**src/rtl/pll_mode_pkg.sv**
```systemverilog
package pll_mode_pkg;
  typedef enum logic [1:0] {
    MODE_FREE = 2'b00,
    MODE_ACQ  = 2'b01,
    MODE_LOCK = 2'b10,
    MODE_HOLD = 2'b11
  } mode_t;
endpackage

```
**src/rtl/pll_input_pick.sv**
```systemverilog
module pll_input_pick #(
  parameter int N_IN  = 4,
  parameter int SEL_W = $clog2(N_IN)
) (
  input  logic [N_IN-1:0]  valid_i,
  input  logic [SEL_W-1:0] sel_i,
  output logic             cur_ok_o,
  output logic             any_o,
  output logic             other_o,
  output logic [SEL_W-1:0] idx_o
);
  logic [N_IN-1:0] cand;

  for (genvar g = 0; g < N_IN; g++) begin : g_cand
    assign cand[g] = valid_i[g] && (sel_i != SEL_W'(g));
  end

  assign cur_ok_o = valid_i[sel_i];
  assign any_o    = |valid_i;
  assign other_o  = |cand;

  // lowest numbered candidate wins
  always_comb begin
    idx_o = '0;
    for (int i = N_IN - 1; i >= 0; i--) begin
      if (cand[i]) idx_o = SEL_W'(i);
    end
  end
endmodule

```
**src/rtl/pll_bw_bank.sv**
```systemverilog
module pll_bw_bank #(
  parameter int BW_W = 8
) (
  input  logic            clk_i,
  input  logic            rst_ni,
  input  logic            update_i,
  input  logic [BW_W-1:0] norm_cfg_i,
  input  logic [BW_W-1:0] fast_cfg_i,
  input  logic            manual_fl_i,
  input  logic            auto_fl_en_i,
  input  logic            lock_i,
  output logic            fast_o,
  output logic [BW_W-1:0] active_o
);
  logic [BW_W-1:0] norm_q, fast_q;

  always_ff @(posedge clk_i or negedge rst_ni) begin
    if (!rst_ni) begin
      norm_q <= '0;
      fast_q <= '0;
    end else if (update_i) begin
      norm_q <= norm_cfg_i;
      fast_q <= fast_cfg_i;
    end
  end

  // manual control overrides the automatic path
  assign fast_o   = manual_fl_i | (auto_fl_en_i & ~lock_i);
  assign active_o = fast_o ? fast_q : norm_q;


  bw_hold_chk: assert property (@(posedge clk_i) disable iff (!rst_ni)
    !update_i |=> ($stable(norm_q) && $stable(fast_q)));

  bw_norm_chk: assert property (@(posedge clk_i) disable iff (!rst_ni)
    (lock_i && !manual_fl_i) |-> (active_o == norm_q));
endmodule

```
**src/rtl/pll_mode_fsm.sv**
```systemverilog
module pll_mode_fsm
  import pll_mode_pkg::*;
#(
  parameter int SEL_W = 2
) (
  input  logic             clk_i,
  input  logic             rst_ni,
  input  logic             soft_rst_i,
  input  logic             cur_ok_i,
  input  logic             any_i,
  input  logic             other_i,
  input  logic [SEL_W-1:0] pick_i,
  input  logic             lock_i,
  input  logic             hist_valid_i,
  input  logic             auto_exit_i,
  input  logic             force_set_i,
  input  logic             force_clr_i,
  output mode_t            mode_o,
  output logic             switch_o,
  output logic [SEL_W-1:0] switch_sel_o,
  output logic             freeze_o,
  output logic             force_o
);
  mode_t            mode_q, mode_d;
  logic             sw_q, sw_d, frz_q, frz_d, force_q, force_d, ent_set;
  logic [SEL_W-1:0] ssel_q, ssel_d;

  always_comb begin
    mode_d  = mode_q;
    sw_d    = 1'b0;
    ssel_d  = ssel_q;
    frz_d   = 1'b0;
    ent_set = 1'b0;
    if (soft_rst_i) begin
      mode_d = MODE_FREE;
    end else begin
      unique case (mode_q)
        MODE_FREE: begin
          if (force_q) begin
            mode_d = MODE_HOLD;
            frz_d  = 1'b1;
          end else if (cur_ok_i) begin
            mode_d = MODE_ACQ;
          end
        end
        MODE_ACQ, MODE_LOCK: begin
          if (mode_q == MODE_LOCK && force_q) begin
            mode_d = MODE_HOLD;
            frz_d  = 1'b1;
          end else if (!cur_ok_i) begin
            if (other_i) begin
              mode_d = MODE_ACQ;
              sw_d   = 1'b1;
              ssel_d = pick_i;
            end else if (hist_valid_i) begin
              mode_d  = MODE_HOLD;
              frz_d   = 1'b1;
              ent_set = !auto_exit_i;
            end else begin
              mode_d = MODE_FREE;
            end
          end else if (mode_q == MODE_ACQ && lock_i) begin
            mode_d = MODE_LOCK;
          end else if (mode_q == MODE_LOCK && !lock_i) begin
            mode_d = MODE_ACQ;
          end
        end
        MODE_HOLD: begin
          if (!force_q && any_i) begin
            mode_d = MODE_ACQ;
            if (!cur_ok_i) begin
              sw_d   = 1'b1;
              ssel_d = pick_i;
            end
          end
        end
        default: mode_d = MODE_FREE;
      endcase
    end
  end

  // entry set beats a same-cycle software clear
  always_comb begin
    force_d = force_q;
    if (ent_set)          force_d = 1'b1;
    else if (force_clr_i) force_d = 1'b0;
    else if (force_set_i) force_d = 1'b1;
  end

  always_ff @(posedge clk_i or negedge rst_ni) begin
    if (!rst_ni) begin
      mode_q  <= MODE_FREE;
      sw_q    <= 1'b0;
      ssel_q  <= '0;
      frz_q   <= 1'b0;
      force_q <= 1'b0;
    end else begin
      mode_q  <= mode_d;
      sw_q    <= sw_d;
      ssel_q  <= ssel_d;
      frz_q   <= frz_d;
      force_q <= force_d;
    end
  end

  assign mode_o       = mode_q;
  assign switch_o     = sw_q;
  assign switch_sel_o = ssel_q;
  assign freeze_o     = frz_q;
  assign force_o      = force_q;


  freeze_entry_chk: assert property (@(posedge clk_i) disable iff (!rst_ni)
    frz_q |-> (mode_q == MODE_HOLD && $past(mode_q) != MODE_HOLD));

  lock_cause_chk: assert property (@(posedge clk_i) disable iff (!rst_ni)
    (mode_q == MODE_LOCK && $past(mode_q) == MODE_ACQ) |-> $past(lock_i));

  force_stay_chk: assert property (@(posedge clk_i) disable iff (!rst_ni)
    (mode_q == MODE_HOLD && force_q && !soft_rst_i) |=> (mode_q == MODE_HOLD));

  switch_mode_chk: assert property (@(posedge clk_i) disable iff (!rst_ni)
    sw_q |-> (mode_q == MODE_ACQ));

  entry_force_chk: assert property (@(posedge clk_i) disable iff (!rst_ni)
    (frz_q && $past(mode_q) != MODE_FREE && $past(mode_q) != MODE_LOCK && !$past(auto_exit_i))
      |-> force_q);
endmodule

```
**src/rtl/pll_mode_ctrl.sv**
```systemverilog
module pll_mode_ctrl
  import pll_mode_pkg::*;
#(
  parameter int N_IN  = 4,
  parameter int BW_W  = 8,
  localparam int SEL_W = (N_IN > 1) ? $clog2(N_IN) : 1
) (
  input  logic             clk_i,
  input  logic             rst_ni,
  input  logic [N_IN-1:0]  in_valid_i,
  input  logic [SEL_W-1:0] in_sel_i,
  input  logic             lock_i,
  input  logic             hist_valid_i,
  input  logic             auto_fl_en_i,
  input  logic             manual_fl_i,
  input  logic             auto_exit_i,
  input  logic             force_set_i,
  input  logic             force_clr_i,
  input  logic             bw_update_i,
  input  logic             soft_rst_i,
  input  logic [BW_W-1:0]  bw_norm_cfg_i,
  input  logic [BW_W-1:0]  bw_fast_cfg_i,
  output logic [1:0]       mode_o,
  output logic             switch_req_o,
  output logic [SEL_W-1:0] switch_sel_o,
  output logic             freeze_o,
  output logic             force_hold_o,
  output logic             fast_bw_o,
  output logic [BW_W-1:0]  bw_active_o
);
  logic             cur_ok, any_ok, other_ok;
  logic [SEL_W-1:0] pick;
  mode_t            mode;

  pll_input_pick #(.N_IN(N_IN), .SEL_W(SEL_W)) u_pick (
    .valid_i  (in_valid_i),
    .sel_i    (in_sel_i),
    .cur_ok_o (cur_ok),
    .any_o    (any_ok),
    .other_o  (other_ok),
    .idx_o    (pick)
  );

  pll_mode_fsm #(.SEL_W(SEL_W)) u_fsm (
    .clk_i        (clk_i),
    .rst_ni       (rst_ni),
    .soft_rst_i   (soft_rst_i),
    .cur_ok_i     (cur_ok),
    .any_i        (any_ok),
    .other_i      (other_ok),
    .pick_i       (pick),
    .lock_i       (lock_i),
    .hist_valid_i (hist_valid_i),
    .auto_exit_i  (auto_exit_i),
    .force_set_i  (force_set_i),
    .force_clr_i  (force_clr_i),
    .mode_o       (mode),
    .switch_o     (switch_req_o),
    .switch_sel_o (switch_sel_o),
    .freeze_o     (freeze_o),
    .force_o      (force_hold_o)
  );

  pll_bw_bank #(.BW_W(BW_W)) u_bw (
    .clk_i        (clk_i),
    .rst_ni       (rst_ni),
    .update_i     (bw_update_i),
    .norm_cfg_i   (bw_norm_cfg_i),
    .fast_cfg_i   (bw_fast_cfg_i),
    .manual_fl_i  (manual_fl_i),
    .auto_fl_en_i (auto_fl_en_i),
    .lock_i       (lock_i),
    .fast_o       (fast_bw_o),
    .active_o     (bw_active_o)
  );

  assign mode_o = mode;
endmodule

```
**config.mk**
```make
export PLATFORM = sky130hd
export DESIGN_NAME = pll_mode_ctrl
export DESIGN_NICKNAME = d
export VERILOG_FILES = /design/src/rtl/pll_mode_pkg.sv /design/src/rtl/pll_input_pick.sv /design/src/rtl/pll_bw_bank.sv /design/src/rtl/pll_mode_fsm.sv /design/src/rtl/pll_mode_ctrl.sv
export SDC_FILE = /design/constraint.sdc
export NUM_CORES = 1
export LEC_CHECK = 0
export BUFFER_PORTS_ARGS = -buffer_cell sky130_fd_sc_hd__buf_4
export CAP_MARGIN = 30
export CORE_ASPECT_RATIO = 0.8
export CORE_MARGIN = 4
export CORE_UTILIZATION = 49
export CTS_CLUSTER_SIZE = 10
export DETAILED_ROUTE_END_ITERATION = 10
export GPL_TIMING_DRIVEN = 0
export PLACE_DENSITY = 0.79
export RECOVER_POWER = 100
export SLEW_MARGIN = 20
export SYNTH_ARGS = -nofsm -noshare
export SYNTH_HDL_FRONTEND = slang
export SYNTH_SLANG_ARGS = --single-unit
```
**constraint.sdc**
```tcl
create_clock -name clk_i -period 2.5 [get_ports clk_i]
set_clock_uncertainty 0.1 [all_clocks]
set_input_delay 0.125 -clock clk_i [delete_from_list [all_inputs] [get_ports clk_i]]
set_output_delay 0.125 -clock clk_i [all_outputs]
set_load 0.03 [all_outputs]
```
==> qor.csv <==
stage;metric;value;unit
placed_design;Buffers on Ports;45;
detailed_routing;drt total wl;3.38;mm
logic_synthesis;syn nets;158;
detailed_routing;Routed Antenna Nets;0;
power;Pwr Density;602;nW/µm²
placed_design;pre-CTS setup slack;494;ps
cts;cts bufs inserted;3;
logic_synthesis;#FFs+latches synth;23;
cts;clock latency on the worst-skew pair;320;ps
logic_synthesis;Synth Area in XOR/XNOR;0;
logic_synthesis;mux cell area share after synthesis;0.253;
sta;Slew HR;0.214;
logic_synthesis;Synth Area in Adders;0.0457;
setup_path;crit path DAT;2370;ps
detailed_routing;Remaining DRCs;0;
floorplan;# rows;16;
logic_synthesis;Mapped Cells;120;
sta;Tcrit/Tclk final;0.881;
logic_synthesis;count of cell types in the netlist;38;
cts;CTS clock-pin slew for the worst setup and hold paths;130;ps
final_layout;NumNets Final;228;
cts;Clock Tree Buf Depth;2;
logic_synthesis;Yosys Warn Count;0;
global_route;GR Overflow Total;0;
logic_synthesis;sequential area share after synthesis;0.421;
placed_design;dpl cells;201;
detailed_routing;Starting DRT DRC Count;52;
floorplan;Die Y;55.3;µm
sta;min Tclk post-route;2200;ps
logic_synthesis;compound-gate portion of the synthesized area;0.135;
global_route;initial antenna violation count;0;
detailed_routing;TritonRoute pass-1 iters;4;
setup_path;R2R depth;6;
floorplan;core area;2560;µm²
floorplan;Initial Utilization;0.534;
setup_path;Critical Path End;u_fsm.force_o;
global_route;pin count of the biggest net entering global routing;24;
final_layout;share of cells above drive strength 1;0.317;
setup_path;RR Endpoint;u_fsm.force_o;
detailed_routing;WL/cell;15.0;µm
setup_path;R2R setup slack;300;ps
setup_path;Required @ worst endpoint;2670;ps
cts;clock root buffer;clkbuf_4;
sta;Slew @ Worst Pin;1180;ps
placed_design;Cell Area, Placed;1750;µm²
logic_synthesis;ys async rst share;1.00;
sta;hold_ws;100;ps
setup_path;Crit Path Category;reg2reg;
placed_design;dpl hpwl;2.53;mm
final_layout;ANT cells;0;
logic_synthesis;Post-synth EDFFs;0;
sta;Final setup viols;0;
logic_synthesis;main combinational cell family by area after synthesis;multiplexers;
detailed_routing;via count;1223;
hold_path;HP Class;in2reg;
sta;Worst Slack Setup Final;298;ps
setup_path;Crit. Startpoint;u_fsm.mode_o[0];
setup_path;Crit. End Element;register;
logic_synthesis;syn_area_per_cell;11.4;µm²
sta;Peak Freq;454;MHz
floorplan;io pins;49;
setup_path;crit-path max FO;6;
power;Leak;0.000813;µW
final_layout;final instance area;1910;µm²
cts;H-tree lvl count;1;
logic_synthesis;Post-Synth Simple-Gate Area;0.112;
final_layout;area grow syn2layout;39.7;%
flow_run;max-cap violations;0;
cts;CTS tree;built;
floorplan;Die ar.;3710;µm²
floorplan;die width;67.1;µm
setup_path;RR Startpoint;u_fsm.mode_o[0];
logic_synthesis;Post-Syn Area;1370;µm²
final_layout;Cell Count, Final, Fillers Out;225;
sta;RSZ-0062 raised after global routing;no;
global_route;GRT Total Usage;0.190;
cts;clk sinks;23;
run_status;status;completed;
power;worst vdd ir;469;µV
global_route;vias in the first global route;1205;
sta;Fin Setup TNS;0;ps
global_route;first-pass GRT wire length;5.47;mm
detailed_routing;vias per cell;5.44;
placed_design;Routability Congestion;0.870;
logic_synthesis;Synth Flop Type;dfrtp_1;
sta;Slew Limit Fails;0;
hold_path;WHS Path Cells;3;
sta;Hold Vio Cnt, Final;0;
setup_path;Startpoint Class;register;
==> worst min-delay path by stage <==
stage                              from               endpoint  slack (ps)
after floorplan                  rst_ni         u_bw.fast_q[0]        -270
after global placement           rst_ni         u_bw.fast_q[6]         -70
after detailed placement         rst_ni         u_bw.fast_q[6]         -70
after CTS                 in_valid_i[0]  u_fsm.switch_sel_o[0]         100
after global routing      in_valid_i[0]  u_fsm.switch_sel_o[0]         130
final                     in_valid_i[0]  u_fsm.switch_sel_o[0]         100
==> cells by family (layout without fill, tap and decap cells) <==
group	Yosys count	after routing
and+or+nand+nor	27	27
buffers and inverters	10	79
adders and majority gates	5	5
DFF	23	23
muxes	30	30
AOI/OAI and AO/OA	25	25
==> critical path, cell delays in order (launching register included) <==
cell and delay (ps):
dfrtp_1 440, inv_1 110, ha_1 380, nor2b_1 210, nand2_1 90, o32ai_1 250, dlygate4sd3_1 600
==> where the power goes <==
group          switching [µW]  leakage, µW  internal [µW]
Combinational             296     0.000517            219
Sequential               36.0     0.000278            428
Clock                     111    0.0000177           59.9
==> Yosys cell counts, types with 2 or more instances <==
cell	number	share of area
nor2_1	4	0.011
ha_1	5	0.046
nand3_1	2	0.0073
nand3b_1	2	0.011
o22ai_1	3	0.014
nor4_1	2	0.0091
clkbuf_1	3	0.0082
a21o_1	2	0.011
mux2_2	25	0.21
o21ai_0	3	0.011
nor3_1	3	0.011
a21oi_1	4	0.015
dfrtp_1	23	0.42
o32ai_1	3	0.019
nor2b_1	3	0.014
mux2i_1	2	0.015
o2bb2ai_1	2	0.013
nand2_1	4	0.011
mux2_1	2	0.016
inv_1	5	0.014
==> per-layer routing <==
layer  up-vias  GRT usage  share of wire
li1        594          -              -
met1       578      0.250           0.45
met2        45      0.304           0.49
met3         6     0.0588          0.057
met4         0     0.0405          0.010
met5         -          0              0
==> stage by stage <==
stage	power (µW)	util
after detailed placement	1010	0.683
after floorplan	825	-
after global placement	992	0.683
after global routing	1230	0.746
after CTS	1210	0.772
final	1150	0.746
==> cell type report <==
class	instances	area (µm²)
buffer	5	26.3
clock buffer	3	22.5
clock inverter	1	5.00
fill	202	652
inverter	5	18.8
multi-input combinational	87	739
sequential	23	576
tap	36	45.0
timing repair buffer	65	478
==> state kept, by name, summed over array words and instances, names as in the netlist <==
register	cells
u_bw.norm_q	8
u_fsm.force_o	1
u_bw.fast_q	8
u_fsm.freeze_o	1
u_fsm.switch_o	1
u_fsm.switch_sel_o	2
u_fsm.mode_o	2
==> cell usage in the layout, fill, tap and decap left out, drive strengths merged, types with 4 or more instances in the layout <==
master / synthesis / routed
buf: 2 / 24
a21oi: 4 / 4
clkbuf: 3 / 29
ha: 5 / 5
dlygate4sd3: 0 / 20
dfrtp: 23 / 23
inv: 5 / 5
mux2: 27 / 27
o21ai: 4 / 4
nand2: 4 / 4
nor2: 4 / 4
==> timing repair <==
action / CTS / global route
resized for setup: 0 / 0
setup buffers: 0 / 0
hold endpoints to repair: 42 / 0
endpoints found under the setup margin: 0 / 0
hold buffers: 20 / 0
(Power assumes the default switching activity.)
